## src/rtl/pcg_pkg.sv

```systemverilog
package pcg_pkg;
  typedef enum logic [1:0] {
    WAVE_PULSE  = 2'b00,
    WAVE_SQUARE = 2'b01,
    WAVE_HALF   = 2'b10,
    WAVE_FULL   = 2'b11
  } wave_e;
endpackage

```

## src/rtl/pcg_start_qual.sv

```systemverilog
module pcg_start_qual (
  input  logic clk_i,
  input  logic rst_ni,
  input  logic run_i,
  input  logic free_i,
  input  logic gated_i,
  input  logic trig_i,
  output logic want_o
);
  logic trig_d_q;
  logic rise_w;

  always_ff @(posedge clk_i or negedge rst_ni) begin
    if (!rst_ni) trig_d_q <= 1'b0;
    else         trig_d_q <= trig_i;
  end

  assign rise_w = trig_i & ~trig_d_q;
  // a cycle is wanted when the selected trigger regime asks for one
  assign want_o = run_i & (free_i | (gated_i ? trig_i : rise_w));
endmodule

```

## src/rtl/pcg_interval_seq.sv

```systemverilog
module pcg_interval_seq #(
  parameter int MULT_W = 10
) (
  input  logic              clk_i,
  input  logic              rst_ni,
  input  logic              en_i,
  input  logic              want_i,
  input  logic              tick_i,
  input  logic [MULT_W-1:0] pri_mult_i,
  input  logic [MULT_W-1:0] dly_mult_i,
  input  logic              dly_en_i,
  output logic              start_o,
  output logic              active_o,
  output logic              dly_hit_o
);
  localparam logic [MULT_W:0] ONE = (MULT_W+1)'(1);

  logic              active_q;
  logic [MULT_W-1:0] cnt_q;
  logic [MULT_W:0]   nxt_w;
  logic              end_w;

  assign nxt_w     = {1'b0, cnt_q} + ONE;
  assign end_w     = active_q & tick_i & (nxt_w >= {1'b0, pri_mult_i});
  // holdoff: a new cycle only from idle or exactly at the interval end
  assign start_o   = en_i & want_i & (~active_q | end_w);
  assign dly_hit_o = en_i & active_q & tick_i & dly_en_i & ~end_w &
                     (nxt_w == {1'b0, dly_mult_i});
  assign active_o  = active_q;

  always_ff @(posedge clk_i or negedge rst_ni) begin
    if (!rst_ni) begin
      active_q <= 1'b0;
      cnt_q    <= '0;
    end else if (!en_i) begin
      active_q <= 1'b0;
    end else if (start_o) begin
      active_q <= 1'b1;
      cnt_q    <= '0;
    end else if (end_w) begin
      active_q <= 1'b0;
    end else if (active_q && tick_i) begin
      cnt_q    <= nxt_w[MULT_W-1:0];
    end
  end

  assert_run_clear_idle_R11: assert property (@(posedge clk_i) disable iff (!rst_ni)
    !en_i |=> !active_q);
  assert_holdoff_no_restart_R7: assert property (@(posedge clk_i) disable iff (!rst_ni)
    (en_i && active_q && !tick_i) |=> (active_q && $stable(cnt_q)));
endmodule

```

## src/rtl/pcg_pulse_shaper.sv

```systemverilog
module pcg_pulse_shaper #(
  parameter int MULT_W = 10
) (
  input  logic              clk_i,
  input  logic              rst_ni,
  input  logic              pulse_en_i,
  input  logic              mark_en_i,
  input  logic              start_i,
  input  logic              prim_en_i,
  input  logic              dly_hit_i,
  input  logic              tick_i,
  input  logic [MULT_W-1:0] pw_mult_i,
  output logic              pulse_o,
  output logic              mark_o
);
  localparam logic [MULT_W:0] ONE = (MULT_W+1)'(1);

  logic              pulse_q;
  logic              mark_q;
  logic [MULT_W-1:0] cnt_q;
  logic [MULT_W:0]   nxt_w;
  logic              launch_w;

  assign nxt_w    = {1'b0, cnt_q} + ONE;
  assign launch_w = (start_i & prim_en_i) | dly_hit_i;

  always_ff @(posedge clk_i or negedge rst_ni) begin
    if (!rst_ni) begin
      pulse_q <= 1'b0;
      cnt_q   <= '0;
    end else if (!pulse_en_i) begin
      pulse_q <= 1'b0;
    end else if (launch_w) begin
      pulse_q <= 1'b1;
      cnt_q   <= '0;
    end else if (pulse_q && tick_i) begin
      if (nxt_w >= {1'b0, pw_mult_i}) pulse_q <= 1'b0;
      else                            cnt_q   <= nxt_w[MULT_W-1:0];
    end
  end

  always_ff @(posedge clk_i or negedge rst_ni) begin
    if (!rst_ni)         mark_q <= 1'b0;
    else if (!mark_en_i) mark_q <= 1'b0;
    else if (start_i)    mark_q <= 1'b1;
    else if (tick_i)     mark_q <= 1'b0;
  end

  assign pulse_o = pulse_q;
  assign mark_o  = mark_q;

  assert_mark_at_start_R5: assert property (@(posedge clk_i) disable iff (!rst_ni)
    (mark_en_i && start_i) |=> mark_q);
  assert_width_needs_tick_R12: assert property (@(posedge clk_i) disable iff (!rst_ni)
    (pulse_en_i && pulse_q && !tick_i) |=> pulse_q);
endmodule

```

## src/rtl/pcg_wave_out.sv

```systemverilog
module pcg_wave_out
  import pcg_pkg::*;
(
  input  logic  clk_i,
  input  logic  rst_ni,
  input  logic  run_i,
  input  wave_e wave_i,
  input  logic  start_i,
  input  logic  pulse_i,
  output logic  fixed_on_o,
  output logic  pulse_o
);
  logic sq_q;
  logic half_q;
  logic fixed_q;

  always_ff @(posedge clk_i or negedge rst_ni) begin
    if (!rst_ni) begin
      sq_q    <= 1'b0;
      half_q  <= 1'b0;
      fixed_q <= 1'b0;
    end else if (!run_i) begin
      sq_q    <= 1'b0;
      half_q  <= 1'b0;
      fixed_q <= 1'b0;
    end else begin
      fixed_q <= wave_i[1];
      if (wave_i == WAVE_SQUARE && start_i) sq_q <= ~sq_q;
      if (wave_i == WAVE_HALF) half_q <= ~half_q;
      else                     half_q <= 1'b0;
    end
  end

  always_comb begin
    unique case (wave_i)
      WAVE_PULSE:  pulse_o = pulse_i;
      WAVE_SQUARE: pulse_o = sq_q;
      WAVE_HALF:   pulse_o = half_q;
      default:     pulse_o = fixed_q & clk_i;
    endcase
  end

  assign fixed_on_o = fixed_q;

  assert_square_holds_R9: assert property (@(posedge clk_i) disable iff (!rst_ni)
    (run_i && wave_i == WAVE_SQUARE && !start_i) |=> $stable(sq_q));
  assert_run_low_quiet_R11: assert property (@(posedge clk_i) disable iff (!rst_ni)
    !run_i |=> (!sq_q && !half_q && !fixed_q));
endmodule

```

## src/rtl/pulse_cycle_gen.sv

```systemverilog
module pulse_cycle_gen
  import pcg_pkg::*;
#(
  parameter int NUM_RANGES = 6,
  parameter int MULT_W     = 10,
  parameter int RSEL_W     = 3
) (
  input  logic                  clk_i,
  input  logic                  rst_ni,
  input  logic                  run_i,
  input  logic [1:0]            wave_i,
  input  logic                  free_i,
  input  logic                  gated_i,
  input  logic                  delayed_i,
  input  logic                  double_i,
  input  logic [RSEL_W-1:0]     pri_rng_i,
  input  logic [RSEL_W-1:0]     pw_rng_i,
  input  logic [MULT_W-1:0]     pri_mult_i,
  input  logic [MULT_W-1:0]     dly_mult_i,
  input  logic [MULT_W-1:0]     pw_mult_i,
  input  logic [NUM_RANGES-1:0] tick_i,
  input  logic                  trig_i,
  output logic                  pulse_o,
  output logic                  mark_o,
  output logic                  busy_o
);
  wave_e wave_w;
  logic  pri_tick_w, pw_tick_w;
  logic  seq_en_w, pulse_en_w;
  logic  want_w, start_w, active_w, dly_hit_w;
  logic  shaped_w, fixed_on_w;

  assign wave_w     = wave_e'(wave_i);
  assign seq_en_w   = run_i & ~wave_i[1];
  assign pulse_en_w = run_i & (wave_w == WAVE_PULSE);

  // range code n selects strobe n; codes past the table select nothing
  always_comb begin
    pri_tick_w = 1'b0;
    pw_tick_w  = 1'b0;
    for (int i = 0; i < NUM_RANGES; i++) begin
      if (pri_rng_i == RSEL_W'(i)) pri_tick_w = tick_i[i];
      if (pw_rng_i  == RSEL_W'(i)) pw_tick_w  = tick_i[i];
    end
  end

  pcg_start_qual u_qual (
    .clk_i  (clk_i),
    .rst_ni (rst_ni),
    .run_i  (run_i),
    .free_i (free_i),
    .gated_i(gated_i),
    .trig_i (trig_i),
    .want_o (want_w)
  );

  pcg_interval_seq #(.MULT_W(MULT_W)) u_seq (
    .clk_i     (clk_i),
    .rst_ni    (rst_ni),
    .en_i      (seq_en_w),
    .want_i    (want_w),
    .tick_i    (pri_tick_w),
    .pri_mult_i(pri_mult_i),
    .dly_mult_i(dly_mult_i),
    .dly_en_i  (delayed_i | double_i),
    .start_o   (start_w),
    .active_o  (active_w),
    .dly_hit_o (dly_hit_w)
  );

  pcg_pulse_shaper #(.MULT_W(MULT_W)) u_shape (
    .clk_i     (clk_i),
    .rst_ni    (rst_ni),
    .pulse_en_i(pulse_en_w),
    .mark_en_i (seq_en_w),
    .start_i   (start_w),
    .prim_en_i (~delayed_i | double_i),
    .dly_hit_i (dly_hit_w & pulse_en_w),
    .tick_i    (pw_tick_w),
    .pw_mult_i (pw_mult_i),
    .pulse_o   (shaped_w),
    .mark_o    (mark_o)
  );

  pcg_wave_out u_wave (
    .clk_i     (clk_i),
    .rst_ni    (rst_ni),
    .run_i     (run_i),
    .wave_i    (wave_w),
    .start_i   (start_w),
    .pulse_i   (shaped_w),
    .fixed_on_o(fixed_on_w),
    .pulse_o   (pulse_o)
  );

  assign busy_o = active_w | fixed_on_w;
endmodule

```

## config.mk

```make
export PLATFORM = sky130hd
export DESIGN_NAME = pulse_cycle_gen
export DESIGN_NICKNAME = d
export VERILOG_FILES = /design/src/rtl/pcg_pkg.sv /design/src/rtl/pcg_start_qual.sv /design/src/rtl/pcg_interval_seq.sv /design/src/rtl/pcg_pulse_shaper.sv /design/src/rtl/pcg_wave_out.sv /design/src/rtl/pulse_cycle_gen.sv
export SDC_FILE = /design/constraint.sdc
export NUM_CORES = 1
export LEC_CHECK = 0
export BUFFER_PORTS_ARGS = -buffer_cell sky130_fd_sc_hd__buf_2
export CORE_MARGIN = 8
export CORE_UTILIZATION = 45
export DETAILED_ROUTE_END_ITERATION = 7
export GPL_TIMING_DRIVEN = 0
export PLACE_DENSITY = 0.76
export SLEW_MARGIN = 20
export SYNTH_ARGS = -nofsm -noshare
export SYNTH_HDL_FRONTEND = slang
export SYNTH_SLANG_ARGS = --single-unit
```

## constraint.sdc

```tcl
create_clock -name clk_i -period 4.45 [get_ports clk_i]
set_input_delay 1.1125 -clock clk_i [delete_from_list [all_inputs] [get_ports clk_i]]
set_output_delay 1.1125 -clock clk_i [all_outputs]
set_load 0.05 [all_outputs]
```

# Word-level counts from Yosys, hierarchy flattened

Cells that the tools add are included.

Bits in registers: 27
Bits in latches: 0
RAM bits: 0
Bits in read-only memories: 0
Bits of input ports: 52
Output and inout port bits: 3
Logic and storage cells: 108
Memories: 0

Add/sub/neg operators: 2
Multiply operators: 0
Divide/modulo/power cells: 0
Magnitude comparators: 2
Equal/unequal tests: 20
Shift operators: 0
Multiplexer cells: 35
Bitwise operators: 29
Reduce and logical (&&, ||, !) cells: 11

Operators by type and width:

| operator                                                              | count |
|---|---|
| 10-bit two-way mux                                                    | 6 |
| 1-bit two-way mux                                                     | 28 |
| 10-bit by 1-bit adder with 11-bit output, second input constant       | 2 |
| 11-bit by 10-bit greater-or-equal comparator with 1-bit output        | 2 |
| 1-bit bitwise AND                                                     | 16 |
| 3-bit by 2-bit equality test with 1-bit output, second input constant | 4 |
| 3-bit equality test, second input constant                            | 4 |
| 11-bit by 10-bit equality test with 1-bit output                      | 1 |
| 3-bit by 1-bit != test with 1-bit output, second input constant       | 3 |
| 1-bit NOT                                                             | 7 |
| 3-bit by 1-bit equality test with 1-bit output, second input constant | 2 |
| 3-bit zero test                                                       | 2 |
| 2-bit by 1-bit != test with 1-bit output, second input constant       | 3 |
| 1-bit bitwise OR                                                      | 6 |
| 3-bit AND reduction                                                   | 2 |
| 2-bit nonzero test                                                    | 2 |
| 1-bit logical AND                                                     | 3 |
| 3-bit by 2-bit != test with 1-bit output, second input constant       | 1 |
| 1-bit case mux with 3 select lines                                    | 1 |
| 2-bit by 1-bit equality test with 1-bit output, second input constant | 1 |
| 2-bit equality test, second input constant                            | 1 |
| 2-bit zero test                                                       | 1 |
| 2-bit AND reduction                                                   | 1 |

# Longest topological paths before layout

Depth after elaboration: 16
Mapped depth: 14
Depth with buffers taken out: 12

# By module

A second synthesis with hierarchy kept.

Cell total of the unflattened synthesis: 284
Area total of the unflattened synthesis: 2605.0 µm²

Modules (own cells, without submodules):

| module           | instances | cells each | area an instance (µm²) | seq. area each (µm²) |
|---|---|---|---|---|
| pcg_interval_seq | 1         | 145        | 1278.7                 | 275.3 |
| pcg_pulse_shaper | 1         | 110        | 1002.2                 | 300.3 |
| pcg_wave_out     | 1         | 11         | 145.1                  | 75.1 |
| pulse_cycle_gen  | 1         | 14         | 132.6                  | 0.0 |
| pcg_start_qual   | 1         | 4          | 46.3                   | 25.0 |

==> flow_summary.html <==
<table>
<tr><th>Metric</th><th>Value</th></tr>
<tr><th colspan="2">STA</th></tr>
<tr><td>Hold Violations, Final</td><td>0</td></tr>
<tr><td>Worst slew margin</td><td>about three fifths</td></tr>
<tr><td>Sum Neg Setup Slack</td><td>0 ps</td></tr>
<tr><td>Actual transition at the worst max-transition pin</td><td>between 600 and 700 ps</td></tr>
<tr><td>Max Clock Skew</td><td>roughly 7.7 ps</td></tr>
<tr><td>Max Transition Viols Final</td><td>0</td></tr>
<tr><td>Unrepaired setup endpoints after global routing</td><td>false</td></tr>
<tr><td>Final number of setup-violating endpoints</td><td>0</td></tr>
<tr><th colspan="2">Drt</th></tr>
<tr><td>Drt total wl</td><td>5950 um</td></tr>
<tr><td>DR pass1 iterations</td><td>4</td></tr>
<tr><td>Detailed-route via count</td><td>~2300</td></tr>
<tr><td>DR iter-0 viols</td><td>146</td></tr>
<tr><td>Final antenna-violating net count</td><td>0</td></tr>
<tr><td>DRC Markers</td><td>0</td></tr>
<tr><td>Final routed wire length divided by cell count</td><td>about 14 um</td></tr>
<tr><td>Routed vias/inst</td><td>~5.4</td></tr>
<tr><th colspan="2">Floorplan</th></tr>
<tr><td>Std-Cell Core Area</td><td>5510 um^2</td></tr>
<tr><td>Initial standard-cell utilization of the core</td><td>46.4%</td></tr>
<tr><td>Y dimension of the die</td><td>91.3 um</td></tr>
<tr><td>Die Wd</td><td>a little over 90 um</td></tr>
<tr><td>Ports</td><td>55</td></tr>
<tr><td>Placement Rows</td><td>27</td></tr>
<tr><td>Area of the die</td><td>around 8300 um^2</td></tr>
<tr><th colspan="2">Pwr</th></tr>
<tr><td>Power after layout</td><td>around 560 uW</td></tr>
<tr><td>Areal power density over the cells</td><td>around 190 nW/um^2</td></tr>
<tr><td>Worst VDD drop</td><td>~160 uV</td></tr>
<tr><td>Cell leakage power</td><td>roughly 1.5 nW</td></tr>
<tr><th colspan="2">Synthesis</th></tr>
<tr><td>Post-Synthesis Net Count</td><td>between 300 and 400</td></tr>
<tr><td>Dominant synthesized flop cell</td><td>dfrtp_1</td></tr>
<tr><td>Cell type with the highest aggregate area in the netlist</td><td>dfrtp_1</td></tr>
<tr><td>Sequential element share of the synthesized area</td><td>between 20% and 30%</td></tr>
<tr><td>Post-Synthesis Cell Area</td><td>2550 um^2</td></tr>
<tr><td>Yosys warning total</td><td>0</td></tr>
<tr><td>Number of flip-flops and latches in the synthesized netlist</td><td>27</td></tr>
<tr><td>Top-area cell type share of the netlist area</td><td>between 20% and 30%</td></tr>
<tr><td>Ranking of synthesized cells by area</td><td>dfrtp_1, ha_1, xnor2_1, xor2_1, inv_1</td></tr>
<tr><td>Ys async rst share</td><td>100%</td></tr>
<tr><td>Number of standard cells after synthesis</td><td>~300</td></tr>
<tr><td>Unique cell type count in the Yosys netlist</td><td>between 50 and 60</td></tr>
<tr><td>Number of enable-type register cells in the synthesized netlist</td><td>0</td></tr>
<tr><td>Post-Syn Area per Cell</td><td>roughly 8.5 um^2</td></tr>
<tr><th colspan="2">GRT</th></tr>
<tr><td>Vias in the first global route</td><td>between 2000 and 2500</td></tr>
<tr><td>Antenna violations before repair</td><td>0</td></tr>
<tr><td>Largest net degree at the start of global routing</td><td>28</td></tr>
<tr><td>Total routing resource utilization after global routing</td><td>15.2%</td></tr>
<tr><td>Remaining global-route overflow</td><td>0</td></tr>
<tr><td>Global-route wire length before repair</td><td>between 10000 and 15000 um</td></tr>
<tr><th colspan="2">Cells and area</th></tr>
<tr><td>Fraction of the core area covered by cells at the end of the flow</td><td>between 50 and 60%</td></tr>
<tr><td>Final nets</td><td>approximately 440</td></tr>
<tr><td>Regs by FF count</td><td>u_seq.cnt_q x10, u_shape.cnt_q x10</td></tr>
<tr><td>Ant diodes</td><td>0</td></tr>
<tr><td>Most used cells in the layout excluding fill and tap cells</td><td>buf_2, dfrtp_1, nand2_1, inv_1, ha_1</td></tr>
<tr><td>Post-layout instance area</td><td>approximately 3000 um^2</td></tr>
<tr><td>Final Non-Filler Cells</td><td>432</td></tr>
<tr><td>Most frequent standard cell in the layout excluding fill and tap cells</td><td>buf_2</td></tr>
<tr><td>Area growth, synth to finish</td><td>17.7%</td></tr>
<tr><td>Fraction of layout cells with a size suffix above 1</td><td>22.8%</td></tr>
<tr><th colspan="2">Placed design</th></tr>
<tr><td>Placed standard-cell area</td><td>2910 um^2</td></tr>
<tr><td>HPWL after DPL</td><td>slightly below 5000 um</td></tr>
<tr><td>Number of placed instances with taps included</td><td>between 400 and 500</td></tr>
<tr><td>Number of port buffers</td><td>between 50 and 60</td></tr>
<tr><td>Global placer's final weighted congestion</td><td>approximately 0.9</td></tr>
<tr><th colspan="2">Critical path</th></tr>
<tr><td>Peak per-stage delay on the critical path</td><td>450 ps</td></tr>
<tr><td>Slowest cell on the critical path</td><td>mux4_2</td></tr>
<tr><td>Endpoint required time on the critical path</td><td>roughly 3300 ps</td></tr>
<tr><td>Endpoint class of the critical path</td><td>output pin</td></tr>
<tr><td>Critical setup path kind</td><td>clock port to output pin</td></tr>
<tr><td>Cell Chain, Critical Path</td><td>clkbuf_8 -&gt; clkbuf_8 -&gt; and2_0 -&gt; mux4_2 -&gt; buf_2</td></tr>
<tr><td>Type of element launching the critical path</td><td>clock port</td></tr>
<tr><td>Crit path max fanout</td><td>2</td></tr>
<tr><td>Library cell appearing most often on the critical path</td><td>clkbuf_8</td></tr>
<tr><td>Arr. time, crit path</td><td>approximately 3300 ps</td></tr>
<tr><th colspan="2">Clock tree</th></tr>
<tr><td>Clock Latency Late Sink</td><td>approximately 380 ps</td></tr>
<tr><td>CTS Hold Buffers Added</td><td>0</td></tr>
<tr><td>Number of setup buffers added after CTS</td><td>0</td></tr>
<tr><td>Gates resized, CTS repair</td><td>0</td></tr>
<tr><td>Clock slew seen by the registers of the worst setup and hold paths</td><td>roughly 90 ps</td></tr>
<tr><td>CTS tree</td><td>done</td></tr>
<tr><th colspan="2">Flow run</th></tr>
<tr><td>Number of maximum-capacitance constraint violations</td><td>0</td></tr>
<tr><th colspan="2">Worst hold path</th></tr>
<tr><td>Path class of the lowest-slack min-delay path</td><td>flip-flop to flip-flop</td></tr>
<tr><th colspan="2">Outcome</th></tr>
<tr><td>Outcome</td><td>finished, final reports clean</td></tr>
</table>
## path summary, 6_finish.rpt
check	from	endpoint	slack, ps	depth (start not counted)
worst max-delay path	clk_i	pulse_o	80	5
worst min register to register	u_wave.half_q$_DFF_PN0_	u_wave.half_q$_DFF_PN0_	430	1
max in group asynchronous	rst_ni	u_seq.cnt_q[3]$_DFFE_PN0P_	3320	1
worst max register to register	u_seq.cnt_q[0]$_DFFE_PN0P_	u_shape.cnt_q[6]$_DFFE_PN0P_	410	12
min in group asynchronous	rst_ni	u_shape.cnt_q[9]$_DFFE_PN0P_	740	1
worst min-delay path	u_wave.half_q$_DFF_PN0_	u_wave.half_q$_DFF_PN0_	430	1
## worst max-delay path: cells and delay by family
family	cells	cell delay (ps)
buffers and inverters	3	450
multiplexers	1	450
AND/OR/NAND/NOR	1	130
## logic make-up (layout without fill, tap and decap cells)
group | after synthesis | count (layout) | share of synthesized area [%]
multiplexers | 7 | 7 | 4.36
AND/OR/NAND/NOR | 121 | 121 | 26.8
adder cells (fa/ha/maj) | 22 | 22 | 10.8
buffers and inverters | 36 | 97 | 6.22
AO/OA/AOI/OAI | 59 | 59 | 16.1
XOR/XNOR | 27 | 27 | 9.26
flip-flops | 27 | 27 | 26.5
## power by group
part / internal (mW) / switching (mW) / total, mW
Clock: 0.123 / 0.0891 / 0.212
Sequential: 0.250 / 0.00596 / 0.255
Combinational: 0.0451 / 0.0510 / 0.0960
## synthesized netlist by cell type (2+ instances only)
| cell type | number |
|---|---|
| a211oi_1 | 5 |
| a21o_1 | 2 |
| a21oi_1 | 9 |
| a32o_1 | 7 |
| and2_1 | 5 |
| and3_1 | 8 |
| and4_1 | 4 |
| buf_2 | 4 |
| buf_6 | 2 |
| clkbuf_1 | 6 |
| dfrtp_1 | 27 |
| ha_1 | 22 |
| inv_1 | 23 |
| mux2_2 | 3 |
| mux4_2 | 3 |
| nand2_1 | 23 |
| nand2b_1 | 9 |
| nand3_1 | 16 |
| nand4_1 | 6 |
| nor2_1 | 16 |
| nor2b_1 | 7 |
| nor3_1 | 6 |
| nor3b_1 | 3 |
| nor4_1 | 5 |
| nor4b_1 | 2 |
| o211ai_1 | 3 |
| o21a_1 | 2 |
| o21ai_0 | 17 |
| or2_2 | 2 |
| or3_1 | 2 |
| xnor2_1 | 17 |
| xor2_1 | 10 |
## layout make-up
type | instances | area, um^2
Sequential cell | 27 | 676
Clock inverter | 1 | 5.00
Inverter | 23 | 86.3
Tap cell | 72 | 90.1
Multi-Input combinational cell | 236 | 1720
Buffer | 13 | 72.6
Fill cell | 523 | 2500
Timing Repair Buffer | 53 | 265
Clock buffer | 7 | 87.6
## stage by stage
step / setup WS [ps] / hold slack (ps)
2_1_floorplan: 366 / 402
3_3_place_gp: 320 / 415
3_5_place_dp: 260 / 425
4_1_cts: 65.9 / 438
5_1_grt: 46.0 / 455
6_report: 78.2 / 432
## per-layer routing
metal / GRT usage [%] / up-vias / wire length (um)
met5: 0 / - / 0
met4: 7.09 / 0 / 66
met3: 4.69 / 4 / 372
met2: 24.5 / 62 / 2780
met1: 18.0 / 1072 / 2740
li1: - / 1206 / -
Power figures use the tool's default switching activity.
